$ cat src/rtl/wpf_pkg.sv
package wpf_pkg;
  localparam int COEF_FRAC = 12;
  localparam int COEF_W    = 14;
  localparam int WIN_TAPS  = 9;
  localparam int HP_TAPS   = 7;
  // symmetric halves, index = distance from the filter centre
  localparam int LP_COEF [5] = '{2470, 1093, -320, -69, 110};
  localparam int HP_COEF [4] = '{4567, -2422, -236, 374};

  typedef enum logic {PH_STREAM, PH_FLUSH} phase_e;
endpackage

$ cat src/rtl/wpf_history.sv
module wpf_history #(
  parameter int PIX_W = 8,
  parameter int DEPTH = 9
) (
  input  logic                         clk,
  input  logic                         rst_n,
  input  logic                         shift_en,
  input  logic [PIX_W-1:0]             din,
  output logic [DEPTH-1:0][PIX_W-1:0]  hist
);
  always_ff @(posedge clk or negedge rst_n) begin
    if (!rst_n) begin
      hist <= '0;
    end else if (shift_en) begin
      hist[0] <= din;
      for (int i = 1; i < DEPTH; i++) hist[i] <= hist[i-1];
    end
  end
endmodule

$ cat src/rtl/wpf_tap_select.sv
module wpf_tap_select #(
  parameter int PIX_W = 8,
  parameter int DEPTH = 9,
  parameter int LEN_W = 11
) (
  input  logic [DEPTH-1:0][PIX_W-1:0] hist,
  input  logic [LEN_W-1:0]            centre,
  input  logic [LEN_W-1:0]            top_idx,
  input  logic [LEN_W-1:0]            len,
  output logic [DEPTH-1:0][PIX_W-1:0] win
);
  localparam int HALF  = (DEPTH - 1) / 2;
  localparam int IDX_W = $clog2(DEPTH);

  for (genvar k = 0; k < DEPTH; k++) begin : g_tap
    int j;
    int m;
    int off;
    logic [IDX_W-1:0] sel;
    always_comb begin
      j = int'(centre) - HALF + k;
      if (j < 0)                    m = -j;
      else if (j > int'(len) - 1)   m = 2 * (int'(len) - 1) - j;
      else                          m = j;
      off = int'(top_idx) - m;
      sel = IDX_W'(off);
      win[k] = (off >= 0 && off < DEPTH) ? hist[sel] : '0;
    end
  end
endmodule

$ cat src/rtl/wpf_mac_pair.sv
module wpf_mac_pair
  import wpf_pkg::*;
#(
  parameter int PIX_W = 8,
  parameter int OUT_W = 12
) (
  input  logic [WIN_TAPS-1:0][PIX_W-1:0] win,
  output logic signed [OUT_W-1:0]        low_res,
  output logic signed [OUT_W-1:0]        high_res
);
  localparam int HALF    = (WIN_TAPS - 1) / 2;
  localparam int HP_HALF = (HP_TAPS - 1) / 2;
  localparam int ACC_W   = PIX_W + COEF_W + 4;
  localparam logic signed [ACC_W-1:0] OUT_MAX = ACC_W'((1 <<< (OUT_W-1)) - 1);
  localparam logic signed [ACC_W-1:0] OUT_MIN = ACC_W'(-(1 <<< (OUT_W-1)));
  localparam int HALF_LSB = 1 <<< (COEF_FRAC - 1);

  logic signed [ACC_W-1:0] acc_lo, acc_hi, pre_lo, pre_hi;

  function automatic logic signed [OUT_W-1:0] shape(input logic signed [ACC_W-1:0] a);
    logic signed [ACC_W-1:0] r;
    r = (a + ACC_W'(HALF_LSB)) >>> COEF_FRAC;
    if (r > OUT_MAX)      return OUT_W'(OUT_MAX);
    else if (r < OUT_MIN) return OUT_W'(OUT_MIN);
    else                  return OUT_W'(r);
  endfunction

  // low-pass tree: centre at window middle, symmetric pre-add
  always_comb begin
    acc_lo = '0;
    for (int t = 0; t <= HALF; t++) begin
      pre_lo = ACC_W'({1'b0, win[HALF - t]});
      if (t != 0) pre_lo = pre_lo + ACC_W'({1'b0, win[HALF + t]});
      acc_lo = acc_lo + ACC_W'(LP_COEF[t]) * pre_lo;
    end
  end

  // high-pass tree: centre one sample later in the same window
  always_comb begin
    acc_hi = '0;
    for (int t = 0; t <= HP_HALF; t++) begin
      pre_hi = ACC_W'({1'b0, win[HALF + 1 - t]});
      if (t != 0) pre_hi = pre_hi + ACC_W'({1'b0, win[HALF + 1 + t]});
      acc_hi = acc_hi + ACC_W'(HP_COEF[t]) * pre_hi;
    end
  end

  assign low_res  = shape(acc_lo);
  assign high_res = shape(acc_hi);
endmodule

$ cat src/rtl/wpf_sequencer.sv
module wpf_sequencer
  import wpf_pkg::*;
#(
  parameter int LEN_W = 11
) (
  input  logic             clk,
  input  logic             rst_n,
  input  logic             in_valid,
  input  logic [LEN_W-1:0] line_len,
  input  logic             slot_free,
  output logic             in_ready,
  output logic             accept,
  output logic             retire,
  output logic [LEN_W-1:0] req_c,
  output logic [LEN_W-1:0] req_p,
  output logic [LEN_W-1:0] req_n
);
  localparam int HALF = (WIN_TAPS - 1) / 2;

  phase_e           phase;
  logic [LEN_W-1:0] cnt, len_q, len_cur;
  logic             req_v, flush_step;

  assign retire   = req_v && slot_free;
  assign in_ready = (phase == PH_STREAM) && (!req_v || retire);
  assign accept   = in_valid && in_ready;
  assign len_cur  = (cnt == '0) ? line_len : len_q;

  always_ff @(posedge clk or negedge rst_n) begin
    if (!rst_n) begin
      phase      <= PH_STREAM;
      cnt        <= '0;
      len_q      <= '0;
      req_v      <= 1'b0;
      flush_step <= 1'b0;
      req_c      <= '0;
      req_p      <= '0;
      req_n      <= '0;
    end else begin
      if (retire) req_v <= 1'b0;
      if (accept) begin
        if (cnt == '0) len_q <= line_len;
        if (cnt == len_cur - LEN_W'(1)) begin
          phase      <= PH_FLUSH;
          flush_step <= 1'b0;
        end
        cnt <= cnt + LEN_W'(1);
        if (!cnt[0] && cnt >= LEN_W'(HALF)) begin
          req_v <= 1'b1;
          req_c <= cnt - LEN_W'(HALF);
          req_p <= cnt;
          req_n <= len_cur;
        end
      end else if (phase == PH_FLUSH && (!req_v || retire)) begin
        req_v <= 1'b1;
        req_p <= len_q - LEN_W'(1);
        req_n <= len_q;
        if (flush_step) begin
          req_c <= len_q - LEN_W'(2);
          phase <= PH_STREAM;
          cnt   <= '0;
        end else begin
          req_c      <= len_q - LEN_W'(HALF);
          flush_step <= 1'b1;
        end
      end
    end
  end
endmodule

$ cat src/rtl/wavelet_pair_filter.sv
module wavelet_pair_filter
  import wpf_pkg::*;
#(
  parameter int PIX_W = 8,
  parameter int OUT_W = 12,
  parameter int LEN_W = 11
) (
  input  logic                    clk,
  input  logic                    rst_n,
  input  logic [LEN_W-1:0]        line_len,
  input  logic                    in_valid,
  output logic                    in_ready,
  input  logic [PIX_W-1:0]        in_pixel,
  output logic                    out_valid,
  input  logic                    out_ready,
  output logic signed [OUT_W-1:0] out_low,
  output logic signed [OUT_W-1:0] out_high
);
  logic                              accept, retire, slot_free;
  logic [LEN_W-1:0]                  req_c, req_p, req_n;
  logic [WIN_TAPS-1:0][PIX_W-1:0]    hist, win;
  logic signed [OUT_W-1:0]           low_res, high_res;

  assign slot_free = !out_valid || out_ready;

  wpf_sequencer #(.LEN_W(LEN_W)) u_seq (
    .clk(clk), .rst_n(rst_n), .in_valid(in_valid), .line_len(line_len),
    .slot_free(slot_free), .in_ready(in_ready), .accept(accept),
    .retire(retire), .req_c(req_c), .req_p(req_p), .req_n(req_n)
  );

  wpf_history #(.PIX_W(PIX_W), .DEPTH(WIN_TAPS)) u_hist (
    .clk(clk), .rst_n(rst_n), .shift_en(accept), .din(in_pixel), .hist(hist)
  );

  wpf_tap_select #(.PIX_W(PIX_W), .DEPTH(WIN_TAPS), .LEN_W(LEN_W)) u_sel (
    .hist(hist), .centre(req_c), .top_idx(req_p), .len(req_n), .win(win)
  );

  wpf_mac_pair #(.PIX_W(PIX_W), .OUT_W(OUT_W)) u_mac (
    .win(win), .low_res(low_res), .high_res(high_res)
  );

  always_ff @(posedge clk or negedge rst_n) begin
    if (!rst_n) begin
      out_valid <= 1'b0;
      out_low   <= '0;
      out_high  <= '0;
    end else if (retire) begin
      out_valid <= 1'b1;
      out_low   <= low_res;
      out_high  <= high_res;
    end else if (out_ready) begin
      out_valid <= 1'b0;
    end
  end
endmodule

$ cat config.mk
export PLATFORM = sky130hd
export DESIGN_NAME = wavelet_pair_filter
export DESIGN_NICKNAME = d
export VERILOG_FILES = /design/src/rtl/wpf_pkg.sv /design/src/rtl/wpf_history.sv /design/src/rtl/wpf_tap_select.sv /design/src/rtl/wpf_mac_pair.sv /design/src/rtl/wpf_sequencer.sv /design/src/rtl/wavelet_pair_filter.sv
export SDC_FILE = /design/constraint.sdc
export NUM_CORES = 2
export LEC_CHECK = 0
export ABC_AREA = 1
export BUFFER_PORTS_ARGS = -buffer_cell sky130_fd_sc_hd__buf_2
export CAP_MARGIN = 15
export CORE_MARGIN = 3
export CORE_UTILIZATION = 31
export CTS_CLUSTER_DIAMETER = 80
export DETAILED_ROUTE_END_ITERATION = 16
export MAX_ROUTING_LAYER = met4
export PLACE_DENSITY = 0.49
export SYNTH_ARGS = -nofsm -noshare
export SYNTH_HDL_FRONTEND = slang
export SYNTH_SLANG_ARGS = --single-unit
$ cat constraint.sdc
create_clock -name clk -period 24.5 [get_ports clk]
set_clock_uncertainty 0.15 [all_clocks]
set_input_delay 4.9 -clock clk [delete_from_list [all_inputs] [get_ports clk]]
set_output_delay 4.9 -clock clk [all_outputs]
set_load 0.03 [all_outputs]
==> impl_metrics.py <==
metrics = {
    "worst_setup_path": {
        "critPathKind": "reg2reg",
        "reg2reg_from": "u_seq.req_n[0]$_DFFE_PN0P_",
        "endpoint_kind": "register",
        "slowest_delay_ps": 880,
        "crit_start": "u_seq.req_n[0]$_DFFE_PN0P_",
        "required_ps": 24770,
        "cp_common_cell": "nand2_1",
        "cp_slowest_cell": "o21ai_0",
        "arrival_ps": 19540,
        "start_kind": "register",
        "path_max_fanout": 17,
    },
    "synthesis": {
        "synth_warnings": 0,
        "synth_area_leaders": "ha_1, fa_1, inv_1",
        "synth-seq-cells": 155,
        "ys_seq_area_share_pct": 8.313,
        "netlist_instances": 6704,
        "postSynthAreaPerCell_um2": 6.959,
        "synthDistinctLibCells": 70,
        "syn_area_mm2": 0.04666,
        "ys.flop_type": "dfrtp_1",
        "syn_nets": 7876,
        "synth_top_area_share_pct": 22.85,
        "async_reset_ff_share_pct": 100.0,
        "synth_edf_count": 0,
        "yosysTopAreaCell": "ha_1",
    },
    "place": {
        "numPortBuffers": 48,
        "hpwl_um": 142500,
        "gp_congestion": 0.9989,
        "place_ws_ps": 5229,
        "dp.cells": 8700,
    },
    "final_layout": {
        "area_growth_pct": 7.410,
        "nets": 7889,
        "drive_gt1_share_pct": 4.666,
        "fin_cells": 8733,
    },
    "timing": {
        "slew_violations": 0,
        "fmax_mhz": 51.90,
        "period_share_pct": 78.64,
        "setup_ws_ps": 5234,
        "finalHoldViolCount": 0,
        "layout_min_cycle_time_ps": 19270,
        "setup_violations": 0,
        "grt_setup_unrepaired": "false",
        "tightest_slew_ps": 1134,
        "setup_tns_ps": 0,
        "relSlewSlack_pct": 24.31,
    },
    "detailed_routing": {
        "dr.pass1.iters": 7,
        "avgRoutedWirePerCell_um": 19.51,
        "route.detailed.drc": 0,
        "viasPerCell": 5.041,
        "first_iter_violations": 3350,
        "num_vias": 44030,
        "wl_um": 170400,
        "ant_nets": 0,
    },
    "floorplan": {
        "die_w_um": 393.9,
        "die-area_mm2": 0.1552,
        "core_area_mm2": 0.1485,
        "num_rows": 141,
        "ios": 49,
        "start_util_pct": 31.41,
        "die_h_um": 393.9,
    },
    "global_route": {
        "grt_pass1_wl_um": 260100,
        "antenna_found_initial": 1,
        "grtUsageMet2_pct": 37.21,
        "grtUsageMet1_pct": 28.77,
        "grt_use_total_pct": 22.20,
        "use_met3_pct": 1.467,
        "grt.busiest_layer": "met2",
        "overflow": 0,
        "first_global_vias": 42770,
        "grt_max_degree": 128,
    },
    "clock_tree": {
        "cts_tree": "built",
        "cts_resized": 0,
        "cts.clk_slew.worst_paths_ps": 80,
        "cts-root-buf": "clkbuf_16",
        "clock_latency_ps": 500,
        "cts_buffer_depth": 2,
        "hold_buffers": 0,
        "cts_sinks": 155,
        "cts_max_level": 4,
        "numCtsBuffers": 17,
        "cts_setup_buffers": 0,
    },
    "hold_path": {
        "hold_class": "reg2reg",
        "hold_start": "u_hist.hist[48]$_DFFE_PN0P_",
    },
    "flow_run": {
        "drv_cap": 0,
    },
    "outcome": {
        "status": "complete, no violations",
    },
}
==> metal layers <==
metal	vias up	wire length (µm)
met5	-	0
met4	0	5808
met3	193	6554
met2	1086	80190
met1	20720	77830
li1	22030	-
==> cell usage after synthesis (all sizes together) (25+ instances only) <==
| library cell | number |
|---|---|
| a211oi | 25 |
| a21o | 27 |
| a21oi | 577 |
| a221oi | 26 |
| a31oi | 55 |
| buf | 28 |
| clkbuf | 113 |
| dfrtp | 155 |
| fa | 297 |
| ha | 852 |
| inv | 1266 |
| nand2 | 1220 |
| nand3 | 240 |
| nand4 | 70 |
| nor2 | 422 |
| nor3 | 75 |
| o211ai | 41 |
| o21ai | 565 |
| o21bai | 63 |
| or2 | 27 |
| xnor2 | 108 |
| xor2 | 279 |
==> cells by family (layout without fill, tap and decap cells) <==
| family | Yosys count | count (layout) | synth area share [%] |
|---|---|---|---|
| AO/OA/AOI/OAI | 1488 | 1488 | 17.93 |
| XOR/XNOR | 387 | 387 | 7.297 |
| buffers and inverters | 1421 | 1447 | 11.57 |
| AND/OR/NAND/NOR | 2101 | 2101 | 19.23 |
| flip-flops | 155 | 155 | 8.313 |
| multiplexers | 3 | 3 | 0.07240 |
| other | 0 | 1 | 0 |
| adder cells (fa/ha/maj) | 1149 | 1149 | 35.59 |
==> through the flow <==
| stage | hold slack [ps] | utilization, % | area [µm²] |
|---|---|---|---|
| finish | 360.8 | 33.74 | 50110 |
| global route | 376.6 | 33.74 | 50110 |
| CTS | 363.5 | 33.73 | 50110 |
| detailed placement | 345.6 | 33.34 | 49520 |
| global placement | 338.9 | 33.34 | 49520 |
| floorplan | 297.1 | - | 46660 |
==> worst max-delay path: cells and delay by family (launching register included) <==
family | cells | cell delay, ps
simple gates | 30 | 4350
buf+inv | 16 | 3130
fa+ha+maj | 16 | 7130
flops | 1 | 620
xor+xnor | 2 | 310
compound gates | 13 | 3440
==> cells in the final DEF, fill, tap and decap left out, drive strengths merged, types with 108 or more instances in the layout <==
| cell type | instances |
|---|---|
| xor2 | 279 |
| fa | 297 |
| dfrtp | 155 |
| xnor2 | 108 |
| nand2 | 1220 |
| nor2 | 422 |
| o21ai | 565 |
| inv | 1272 |
| buf | 135 |
| nand3 | 240 |
| ha | 852 |
| a21oi | 577 |
==> area by class of cell <==
cell class                      count  area [µm²]
Tap cell                         2002        2505
Sequential cell                   155        3879
Antenna cell                        1       2.502
Inverter                         1280        4812
Clock buffer                       19       432.9
Clock inverter                     13       156.4
Timing Repair Buffer              135       899.6
Multi-Input combinational cell   5128       37430
Fill cell                       16250       98430
==> registers in the layout, indices dropped and copies added, names as in the netlist <==
| register | flops |
|---|---|
| u_seq.phase | 1 |
| u_seq.req_c | 11 |
| out_valid | 1 |
| u_seq.req_p | 11 |
| out_low | 12 |
| u_seq.req_v | 1 |
| u_seq.len_q | 11 |
| out_high | 12 |
| u_hist.hist | 72 |
| u_seq.req_n | 11 |
| u_seq.flush_step | 1 |
| u_seq.cnt | 11 |
==> worst paths after layout <==
path,to,cells past startpoint,slack [ps]
min reg2reg,u_hist.hist[48]$_DFFE_PN0P_,2,360
min in group asynchronous,out_valid$_DFFE_PN0P_,1,4180
max reg2reg,out_low[10]$_DFFE_PN0P_,77,5230
max,out_low[10]$_DFFE_PN0P_,77,5230
min,u_hist.hist[48]$_DFFE_PN0P_,2,360
max in group asynchronous,out_high[11]$_DFFE_PN0P_,3,18060
Power is left out: the tool's default activity adds up to more than one toggle a clock period on the data nets, which glitch-free logic cannot reach.
